[src/rtl/cfgld_pkg.sv]
package cfgld_pkg;

  typedef enum logic [2:0] {
    ST_IDLE,
    ST_LOAD,
    ST_WAITDONE,
    ST_DONE,
    ST_ERR
  } ldState_t;

  // strobes from control to datapath
  typedef struct packed {
    logic loadByte;    // put a new byte on the bus, select target, write low
    logic dropCs;      // deselect during a stream pause, keep write low
    logic releaseBus;  // all selects high, write high, driver off
    logic toCount;     // a stalled rising edge
    logic toClear;     // a rising edge that is not stalled
  } busCmd_t;

endpackage

[src/rtl/cfgld_dp.sv]
module cfgld_dp
  import cfgld_pkg::*;
#(
  parameter int NUM_TGT = 4,
  parameter int TGT_W   = 2,
  parameter int DATA_W  = 8,
  parameter int DIV_W   = 8,
  parameter int TO_W    = 16
) (
  input  logic               clk,
  input  logic               rstN,
  input  logic [DIV_W-1:0]   divRatio,
  input  logic [TO_W-1:0]    timeoutLimit,
  input  busCmd_t            cmd,
  input  logic [TGT_W-1:0]   tgtSel,
  input  logic [DATA_W-1:0]  byteIn,
  output logic               riseTick,
  output logic               fallTick,
  output logic               timeoutHit,
  output logic               cfgClk,
  output logic [DATA_W-1:0]  cfgData,
  output logic               dataOe,
  output logic               writeN,
  output logic [NUM_TGT-1:0] csN
);

  localparam logic [NUM_TGT-1:0] ALL_OFF = {NUM_TGT{1'b1}};

  // clock divider
  logic [DIV_W-1:0] divCnt;
  logic [DIV_W-1:0] halfLast;
  logic             clkQ;
  logic             edgeNow;

  assign halfLast = (divRatio == '0) ? '0 : divRatio - 1'b1;
  assign edgeNow  = (divCnt >= halfLast);
  assign riseTick = edgeNow && !clkQ;
  assign fallTick = edgeNow && clkQ;
  assign cfgClk   = clkQ;

  always_ff @(posedge clk or negedge rstN) begin
    if (!rstN) begin
      divCnt <= '0;
      clkQ   <= 1'b0;
    end else if (edgeNow) begin
      divCnt <= '0;
      clkQ   <= ~clkQ;
    end else begin
      divCnt <= divCnt + 1'b1;
    end
  end

  // stall timeout counter
  logic [TO_W:0] toCnt;
  logic [TO_W:0] toNext;

  assign toNext     = toCnt + 1'b1;
  assign timeoutHit = cmd.toCount && (toNext >= {1'b0, timeoutLimit});

  always_ff @(posedge clk or negedge rstN) begin
    if (!rstN)            toCnt <= '0;
    else if (cmd.toClear) toCnt <= '0;
    else if (cmd.toCount) toCnt <= toNext;
  end

  // bus registers
  logic [DATA_W-1:0]  dataQ;
  logic               oeQ;
  logic               writeNQ;
  logic [NUM_TGT-1:0] csNQ;

  always_ff @(posedge clk or negedge rstN) begin
    if (!rstN) begin
      dataQ   <= '0;
      oeQ     <= 1'b0;
      writeNQ <= 1'b1;
      csNQ    <= ALL_OFF;
    end else if (cmd.releaseBus) begin
      oeQ     <= 1'b0;
      writeNQ <= 1'b1;
      csNQ    <= ALL_OFF;
    end else if (cmd.loadByte) begin
      dataQ   <= byteIn;
      oeQ     <= 1'b1;
      writeNQ <= 1'b0;
      csNQ    <= ~(NUM_TGT'(1) << tgtSel);
    end else if (cmd.dropCs) begin
      oeQ     <= 1'b0;
      csNQ    <= ALL_OFF;
    end
  end

  assign cfgData = dataQ;
  assign dataOe  = oeQ;
  assign writeN  = writeNQ;
  assign csN     = csNQ;

  logic csAny;
  assign csAny = (csNQ != ALL_OFF);

  p_one_select_r4: assert property (@(posedge clk) disable iff (!rstN)
    $countones(~csNQ) <= 1);

  p_oe_write_r4: assert property (@(posedge clk) disable iff (!rstN)
    oeQ |-> !writeNQ);

  p_write_steady_r5: assert property (@(posedge clk) disable iff (!rstN)
    (csAny && $past(csAny)) |-> $stable(writeNQ));

  p_bus_on_fall_r2: assert property (@(posedge clk) disable iff (!rstN)
    (!fallTick && !cmd.releaseBus) |=> ($stable(csNQ) && $stable(writeNQ) && $stable(dataQ)));

endmodule

[src/rtl/cfgld_ctrl.sv]
module cfgld_ctrl
  import cfgld_pkg::*;
#(
  parameter int NUM_TGT = 4,
  parameter int TGT_W   = 2
) (
  input  logic             clk,
  input  logic             rstN,
  input  logic             riseTick,
  input  logic             fallTick,
  input  logic             timeoutHit,
  input  logic             inValid,
  input  logic [TGT_W-1:0] inTarget,
  input  logic             inLast,
  input  logic             busy,
  input  logic             done,
  output busCmd_t          cmd,
  output logic [TGT_W-1:0] tgtSel,
  output logic             inReady,
  output logic             loadDone,
  output logic             loadError
);

  localparam logic [TGT_W-1:0] LAST_TGT = TGT_W'(NUM_TGT - 1);

  ldState_t         state;
  logic             pending;   // a byte on the bus not yet taken
  logic             lastQ;     // the taken byte closed its image
  logic [TGT_W-1:0] tgtIdx;
  logic             acceptNow;
  logic             stallNow;

  assign acceptNow = riseTick && (state == ST_LOAD) && pending && !busy;
  assign stallNow  = ((state == ST_LOAD) && pending && busy) ||
                     ((state == ST_WAITDONE) && !done);

  always_comb begin
    cmd         = '0;
    cmd.toCount = riseTick && stallNow;
    cmd.toClear = riseTick && !stallNow;
    case (state)
      ST_IDLE: begin
        if (fallTick && inValid) begin
          if (inTarget == tgtIdx) cmd.loadByte   = 1'b1;
          else                    cmd.releaseBus = 1'b1;
        end
      end
      ST_LOAD: begin
        if (timeoutHit) cmd.releaseBus = 1'b1;
        else if (fallTick && !pending) begin
          if (lastQ)        cmd.releaseBus = 1'b1;
          else if (inValid) cmd.loadByte   = 1'b1;
          else              cmd.dropCs     = 1'b1;
        end
      end
      ST_WAITDONE: begin
        if (timeoutHit) cmd.releaseBus = 1'b1;
      end
      default: ;
    endcase
  end

  always_ff @(posedge clk or negedge rstN) begin
    if (!rstN) begin
      state   <= ST_IDLE;
      pending <= 1'b0;
      lastQ   <= 1'b0;
      tgtIdx  <= '0;
    end else begin
      case (state)
        ST_IDLE: begin
          if (fallTick && inValid) begin
            if (inTarget == tgtIdx) begin
              state   <= ST_LOAD;
              pending <= 1'b1;
            end else begin
              state <= ST_ERR;
            end
          end
        end
        ST_LOAD: begin
          if (acceptNow) begin
            pending <= 1'b0;
            lastQ   <= inLast;
          end else if (timeoutHit) begin
            state <= ST_ERR;
          end else if (fallTick && !pending) begin
            if (lastQ) begin
              lastQ <= 1'b0;
              if (tgtIdx == LAST_TGT) state <= ST_WAITDONE;
              else begin
                tgtIdx <= tgtIdx + 1'b1;
                state  <= ST_IDLE;
              end
            end else if (inValid) begin
              pending <= 1'b1;
            end
          end
        end
        ST_WAITDONE: begin
          if (riseTick && done) state <= ST_DONE;
          else if (timeoutHit)  state <= ST_ERR;
        end
        default: ;
      endcase
    end
  end

  assign tgtSel    = tgtIdx;
  assign inReady   = acceptNow;
  assign loadDone  = (state == ST_DONE);
  assign loadError = (state == ST_ERR);

  p_ready_tick_r3: assert property (@(posedge clk) disable iff (!rstN)
    inReady |-> (riseTick && !busy));

  p_done_after_r9: assert property (@(posedge clk) disable iff (!rstN)
    $rose(loadDone) |-> ($past(done) && $past(riseTick)));

  p_done_hold_r9: assert property (@(posedge clk) disable iff (!rstN)
    loadDone |=> loadDone);

  p_err_sticky_r10: assert property (@(posedge clk) disable iff (!rstN)
    loadError |=> loadError);

  p_excl_r12: assert property (@(posedge clk) disable iff (!rstN)
    !(loadDone && loadError));

  p_no_ready_err_r12: assert property (@(posedge clk) disable iff (!rstN)
    loadError |-> !inReady);

endmodule

[src/rtl/cfgld_top.sv]
module cfgld_top
  import cfgld_pkg::*;
#(
  parameter int NUM_TGT = 4,
  parameter int DATA_W  = 8,
  parameter int DIV_W   = 8,
  parameter int TO_W    = 16,
  localparam int TGT_W  = (NUM_TGT > 1) ? $clog2(NUM_TGT) : 1
) (
  input  logic               clk,
  input  logic               rstN,
  input  logic [DIV_W-1:0]   divRatio,
  input  logic [TO_W-1:0]    timeoutLimit,
  input  logic               inValid,
  input  logic [DATA_W-1:0]  inData,
  input  logic [TGT_W-1:0]   inTarget,
  input  logic               inLast,
  output logic               inReady,
  output logic               cfgClk,
  output logic [DATA_W-1:0]  cfgData,
  output logic               dataOe,
  output logic               writeN,
  output logic [NUM_TGT-1:0] csN,
  input  logic               busy,
  input  logic               done,
  output logic               loadDone,
  output logic               loadError
);

  busCmd_t          cmd;
  logic [TGT_W-1:0] tgtSel;
  logic             riseTick;
  logic             fallTick;
  logic             timeoutHit;

  cfgld_ctrl #(.NUM_TGT(NUM_TGT), .TGT_W(TGT_W)) uCtrl (
    .clk(clk), .rstN(rstN), .riseTick(riseTick), .fallTick(fallTick),
    .timeoutHit(timeoutHit), .inValid(inValid), .inTarget(inTarget),
    .inLast(inLast), .busy(busy), .done(done), .cmd(cmd), .tgtSel(tgtSel),
    .inReady(inReady), .loadDone(loadDone), .loadError(loadError)
  );

  cfgld_dp #(.NUM_TGT(NUM_TGT), .TGT_W(TGT_W), .DATA_W(DATA_W),
             .DIV_W(DIV_W), .TO_W(TO_W)) uDp (
    .clk(clk), .rstN(rstN), .divRatio(divRatio), .timeoutLimit(timeoutLimit),
    .cmd(cmd), .tgtSel(tgtSel), .byteIn(inData), .riseTick(riseTick),
    .fallTick(fallTick), .timeoutHit(timeoutHit), .cfgClk(cfgClk),
    .cfgData(cfgData), .dataOe(dataOe), .writeN(writeN), .csN(csN)
  );

endmodule

[config.mk]
export PLATFORM = sky130hd
export DESIGN_NAME = cfgld_top
export DESIGN_NICKNAME = d
export VERILOG_FILES = /design/src/rtl/cfgld_pkg.sv /design/src/rtl/cfgld_dp.sv /design/src/rtl/cfgld_ctrl.sv /design/src/rtl/cfgld_top.sv
export SDC_FILE = /design/constraint.sdc
export NUM_CORES = 1
export LEC_CHECK = 0
export BUFFER_PORTS_ARGS = -buffer_cell sky130_fd_sc_hd__buf_2
export CORE_UTILIZATION = 56
export DETAILED_ROUTE_END_ITERATION = 12
export HOLD_SLACK_MARGIN = 0.1
export MAX_ROUTING_LAYER = met4
export PLACE_DENSITY = 0.9
export SLEW_MARGIN = 20
export SYNTH_ARGS = -nofsm -noshare
export SYNTH_HDL_FRONTEND = slang
export SYNTH_SLANG_ARGS = --single-unit
[constraint.sdc]
create_clock -name clk -period 3.8 [get_ports clk]
set_input_delay 0.19 -clock clk [delete_from_list [all_inputs] [get_ports clk]]
set_output_delay 0.19 -clock clk [all_outputs]
set_load 0.01 [all_outputs]
== Word level (Yosys, flattened, before mapping) ==
Cells that the tools add are included.

* Mux-type cells: 48
* Bitwise logic cells: 6
* Shift operators: 1
* $lt $le $gt $ge: 2
* Equal/unequal tests: 17
* $mul: 0
* Reductions and logical operators: 33
* Div/mod/pow operators: 0
* Add/sub/neg operators: 4

{| class="wikitable"
|+ Operators by type and width
! operator !! count
|-
| 17-bit two-way mux || 2
|-
| 3-bit two-way mux || 9
|-
| 1-bit two-way mux || 25
|-
| 3-bit != test (second input constant) || 6
|-
| 17-bit by 1-bit adder with 17-bit output (second input constant) || 1
|-
| 17-bit by 16-bit >= comparator with 1-bit output || 1
|-
| 8-bit two-way mux || 2
|-
| 1-bit logical AND || 14
|-
| 4-bit two-way mux || 3
|-
| 6-bit AND reduction || 2
|-
| 3-bit case mux with 3 select lines || 1
|-
| 8-bit by 1-bit adder with 8-bit output (second input constant) || 1
|-
| 8-bit >= comparator || 1
|-
| 8-bit zero test || 1
|-
| 2-bit nonzero test || 4
|-
| 8-bit by 1-bit subtractor with 8-bit output (second input constant) || 1
|-
| 7-bit AND reduction || 1
|-
| 3-bit by 2-bit == test with 1-bit output (second input constant) || 2
|-
| 2-bit two-way mux || 3
|-
| 3-bit nonzero test || 2
|-
| 1-bit zero test || 5
|-
| 1-bit inverter || 5
|-
| 2-bit by 1-bit != test with 1-bit output (second input constant) || 2
|-
| 2-bit != test (second input constant) || 2
|-
| 14 further kinds || 15
|}

* Memory bits (read-only): 0
* Bits of input ports: 40
* Word-level logic and storage cells: 122
* Bits in latches: 0
* Flip-flop bits (word level): 47
* Memory bits (writable): 0
* Memories kept: 0
* Output and inout port bits: 18

== Logic depth before layout (Yosys ltp) ==
* Depth in word-level cells: 11
* Gate-level depth with buffers: 15
* Mapped depth without buffers: 14

== Hierarchy ==
Synthesis repeated with hierarchy kept, for this count alone.

* Cell total of the unflattened synthesis: 371
* Area total of the unflattened synthesis: 3385.7 um^2

{| class="wikitable"
|+ By module, submodules not included
! module !! times used !! cells each !! seq. area each (um^2) !! area each (um^2)
|-
| cfgld_dp || 1 || 300 || 1007.2 || 2785.2
|-
| cfgld_ctrl || 1 || 71 || 175.2 || 600.6
|}

== Worst setup path after synthesis ==
Ideal clock, no wire load.

* Path type: input -> register
* Start: input port divRatio[0]
* End: register uCtrl.tgtIdx[1] (netlist: uCtrl.tgtSel[1])
* Arrival time: 3135 ps
* Setup time: 125 ps
* Cell stages on the path: 13
* Required time: 3675 ps
* Path slack: 540 ps
* Buffers on the path: 0
* Cells stage by stage: inv_1 ha_1 nand2_1 or3_1 or3_1 and2_1 ha_1 nand2b_1 a2111oi_2 o221ai_1 and4b_1 nand3b_1 mux2_2

* Word-level cells in the longest chain between the ends: 9
* Elaborated cells between the ends (all ways): 15
* Classes of those cells: 1 x add/sub; 1 x order compare; 1 x mux; 2 x bitwise; 10 x reduce/logical

{| class="wikitable"
|+ Ends and longest elaborated chain
! what !! line !! RTL
|-
| from (decl) || cfgld_top.sv:12 || <nowiki>input logic [DIV_W-1:0] divRatio,</nowiki>
|-
| 8-bit by 1-bit subtractor with 8-bit output or 8-bit zero test (tied branches) || cfgld_dp.sv:35 || <nowiki>assign halfLast = (divRatio == '0) ? '0 : divRatio - 1'b1;</nowiki>
|-
| 8-bit two-way mux * || cfgld_dp.sv:35 ||
|-
| 8-bit >= comparator * || cfgld_dp.sv:36 || <nowiki>assign edgeNow = (divCnt >= halfLast);</nowiki>
|-
| 1-bit logical AND || cfgld_dp.sv:37 || <nowiki>assign riseTick = edgeNow && !clkQ;</nowiki>
|-
| 1-bit logical AND (3 in series) || cfgld_ctrl.sv:33 || <nowiki>assign acceptNow = riseTick && (state == ST_LOAD) && pending && !busy;</nowiki>
|-
| 1-bit inverter (no line) || - ||
|-
| 6-bit AND reduction (no line) * || - ||
|-
| to (signal assigned) || cfgld_ctrl.sv:92 || <nowiki>tgtIdx <= tgtIdx + 1'b1;</nowiki>
|-
| to (decl) || cfgld_ctrl.sv:29 || <nowiki>logic [TGT_W-1:0] tgtIdx;</nowiki>
|}

Every way passes the cells marked *; elsewhere a longest branch is shown, timed or not.
A chain may end at the register's enable or synchronous reset.

== Worst setup path in the final report ==
* Start: input port divRatio[0]
* End: output port inReady

* Word-level cells in the longest chain between the ends: 7
* Elaborated cells between the ends (all ways): 8
* Classes of those cells: 1 x add/sub; 1 x order compare; 1 x mux; 5 x reduce/logical

{| class="wikitable"
|+ Ends and longest elaborated chain
! what !! line !! RTL
|-
| 8-bit by 1-bit subtractor with 8-bit output or 8-bit zero test (tied branches) || cfgld_dp.sv:35 ||
|-
| 8-bit two-way mux * || cfgld_dp.sv:35 ||
|-
| 8-bit >= comparator * || cfgld_dp.sv:36 ||
|-
| 1-bit logical AND * || cfgld_dp.sv:37 ||
|-
| 1-bit logical AND * (3 in series) || cfgld_ctrl.sv:33 ||
|-
| to (decl) || cfgld_top.sv:18 || <nowiki>output logic inReady,</nowiki>
|}

Marks and branches as above.

==> flow_metrics.env <==
export IMPL_reg2reg_depth=11
export IMPL_antenna_found_initial=0
export IMPL_grt_pass1_wl_um=11700
export IMPL_grt_max_degree=48
export IMPL_totalNegativeSetupSlack_ns=0
export IMPL_synth_area_um2=3200
export IMPL_synth_ff_type="dfrtp_1"
export IMPL_viasPerCell=5.66
export IMPL_p_leak_nw=1.87
export IMPL_ys_seq_area_share_pct=36.9
export IMPL_yosys_top_cells_area="dfrtp_1 33%, ha_1 12%, nand2_1 4.3%, dfstp_2 4.1%, xnor2_1 3.8%"
export IMPL_crit_type="input port to output port"
export IMPL_cp_max_fo=6
export IMPL_min_period_ns=3.48
export IMPL_synth_top_area_share_pct=32.8
export IMPL_synthArstFlopShare_pct=100
export IMPL_worst_pin_slew_ns=0.583
export IMPL_htree_num_levels=2
export IMPL_start_util_pct=58.2
export IMPL_grt_pass1_vias=2722
export IMPL_min_delay_start="inData[2]"
export IMPL_cts_buffers=5
export IMPL_dieHeight_um=77.6
export IMPL_reg2reg_to="uCtrl.state[2]"
export IMPL_num_rows=27
export IMPL_cp_arrival_ns=3.29
export IMPL_skew_ns=0.00969
export IMPL_hp_class="input port to flip-flop"
export IMPL_routabilityCongestion=0.851
export IMPL_avgRoutedWirePerCell_um=14.0
export IMPL_postRouteAntennaNets=0
export IMPL_synth_nets=419
export IMPL_drive_above_1_share_pct=22.4
export IMPL_grt_usage_pct=25.0
export IMPL_drtIter0Drc=142
export IMPL_cp_data_required_time_ns=3.61
export IMPL_avgSynthCellArea_um2=9.20
export IMPL_hold_viol_final=0
export IMPL_dp_hpwl_um=5110
export IMPL_slew_headroom_pct=61.2
export IMPL_cts_tree="built"
export IMPL_die_w_um=77.6
export IMPL_drt_wl_total_um=6740
export IMPL_pwr_density_cell_nw_per_um2=385
export IMPL_clockBufferDepth=2
export IMPL_syn_inst=348
export IMPL_yosysTopAreaCell="dfrtp_1"
export IMPL_nets=480
export IMPL_diodes=0
export IMPL_cts_sinks=47
export IMPL_gr_total_overflow=0
export IMPL_clk_pin_slew_ns=0.09
export IMPL_timing_rr_start="uDp.toCnt[2]"
export IMPL_start_kind="input port"
export IMPL_setup_viol=0
export IMPL_clk_insertion_delay_late_ns=0.30
export IMPL_die_area_um2=6030
export IMPL_ys_types=49
export IMPL_drv_slew=0
export IMPL_fmax_mhz=288
export IMPL_core_area_um2=5510
export IMPL_first_pass_iters=4
export IMPL_post_route_drc_count=0
export IMPL_via_count=2729
export IMPL_period_share_pct=91.5
export IMPL_numPortBuffers=57
export IMPL_status="completed"
export IMPL_hold_depth=2
export IMPL_num_io_pins=58
export IMPL_hold_ws_ns=0.119
export IMPL_area_growth_pct=15.0
export IMPL_yosysWarningCount=0
export IMPL_holdPathEnd="uDp.cfgData[2]"
export IMPL_cts_root_buf="clkbuf_8"
export IMPL_endpoint_kind="output port"
export IMPL_r2r_setup_slack_ns=0.36
export IMPL_synth_seq_cells=47
export IMPL_rsz0062_at_grt="no"
export IMPL_peakVddDrop_uv=216
export IMPL_synth_edf_count=0
export IMPL_maxCapViolCount=0
==> power by group <==
group          total [mW]  internal [mW]  switching (mW)
logic               0.427          0.197           0.229
registers           0.669          0.570          0.0990
clock network       0.324          0.149           0.174
total                1.42          0.916           0.503
==> cell families after synthesis <==
kind of cell,Yosys count,synth area share (%)
AOI/OAI and AO/OA,68,14.2
muxes,10,3.52
buffers and inverters,36,4.37
xor gates and xnor gates,27,7.38
and+or+nand+nor,129,21.5
adders and majority gates,31,12.1
DFF,47,36.9
==> synth_stat cells, drive strengths merged (2+ instances only) <==
cell type / n
dfstp: 5
ha: 31
nand4: 6
buf: 2
nand3: 15
o31ai: 10
or3: 6
o21ai: 25
nor4: 4
nor3: 5
nand2: 37
and2: 3
o41ai: 2
nor2: 23
xor2: 13
a21oi: 12
a211o: 2
mux2: 10
inv: 27
o31a: 4
clkbuf: 7
a21o: 3
and4: 2
dfrtp: 42
and3: 6
nor3b: 2
nor2b: 5
xnor2: 14
nand2b: 10
a31oi: 3
==> placed cells by master, fill, tap and decap left out, types with 2 or more instances in the layout <==
cell       n
a211o_1    2
a21o_1     3
a21oi_1   12
a31oi_1    2
and2_1     3
and3_1     6
buf_2     56
buf_4      6
clkbuf_8   6
dfrtp_1   42
dfstp_2    5
ha_1      31
inv_1     26
mux2_2    10
nand2_1   37
nand2b_1  10
nand3_1   15
nand4_1    5
nor2_1    23
nor2b_1    5
nor3_1     5
nor3b_1    2
nor4_1     4
o21ai_0   23
o21ai_1    2
o31a_1     4
o31ai_1   10
o41ai_1    2
or3_1      5
xnor2_1   14
xor2_1    13
==> metal layers <==
metal | wire length (um) | GRT usage (%) | vias up | share of wire [%]
li1 | - | - | 1354 | -
met2 | 3490 | 44.5 | 85 | 52
met4 | 42 | 7.36 | 0 | 0.62
met3 | 315 | 3.88 | 4 | 4.7
met5 | 0 | - | - | 0
met1 | 2900 | 28.9 | 1286 | 43
==> timing repair <==
action	in CTS	in global routing
hold endpoints to repair	13	0
hold buffers	1	0
resized for setup	0	0
buffers inserted	0	0
==> layout make-up <==
class                      instances  area [um^2]
clock buffer                       7         86.3
clock inverter                     1         8.76
fill                             419         1820
inverter                          27          101
multi-input combinational        265         1880
sequential                        47         1180
tap                               72         90.1
timing repair buffer              63          335
==> metrics by stage <==
stage	instances	cell area, um^2	worst slack (ns)	util, %	total power [mW]
after CTS	482	3680	0.312	66.9	1.43
after detailed placement	473	3580	0.0529	65.0	1.11
after global routing	482	3680	0.0291	66.9	1.51
after global placement	473	3580	0.210	65.0	1.07
final	482	3680	0.322	66.9	1.42
after floorplan	348	3200	0.540	-	0.955
==> worst max path at each step <==
| stage | start | endpoint | slack (ns) | depth (start not counted) |
|---|---|---|---|---|
| floorplan | divRatio[0] | uCtrl.tgtSel[1] | 0.54 | 13 |
| global placement | divRatio[0] | uCtrl.tgtSel[1] | 0.21 | 14 |
| detailed placement | divRatio[0] | uCtrl.tgtSel[1] | 0.05 | 14 |
| CTS | divRatio[0] | inReady | 0.31 | 14 |
| global route | divRatio[0] | uDp.toCnt[12] | 0.03 | 16 |
| finish | divRatio[0] | inReady | 0.32 | 14 |
==> worst max-delay path, stage by stage <==
cell,delay (ns)
buf_2,0.11
inv_1,0.09
ha_1,0.20
nand2_1,0.09
or3_1,0.37
or3_1,0.41
and2_1,0.20
ha_1,0.25
nand2b_1,0.15
a2111oi_2,0.45
o221ai_1,0.32
nand2_1,0.21
inv_1,0.10
buf_2,0.15
==> flip-flops by register name (all words and copies together) (netlist names) <==
name	flops
uCtrl.pending	1
uDp.csN	4
uDp.writeN	1
uCtrl.state	3
uDp.dataOe	1
uDp.divCnt	8
uCtrl.tgtSel	2
uCtrl.lastQ	1
uDp.cfgData	8
uDp.cfgClk	1
uDp.toCnt	17
Power figures use the tool's default switching activity.
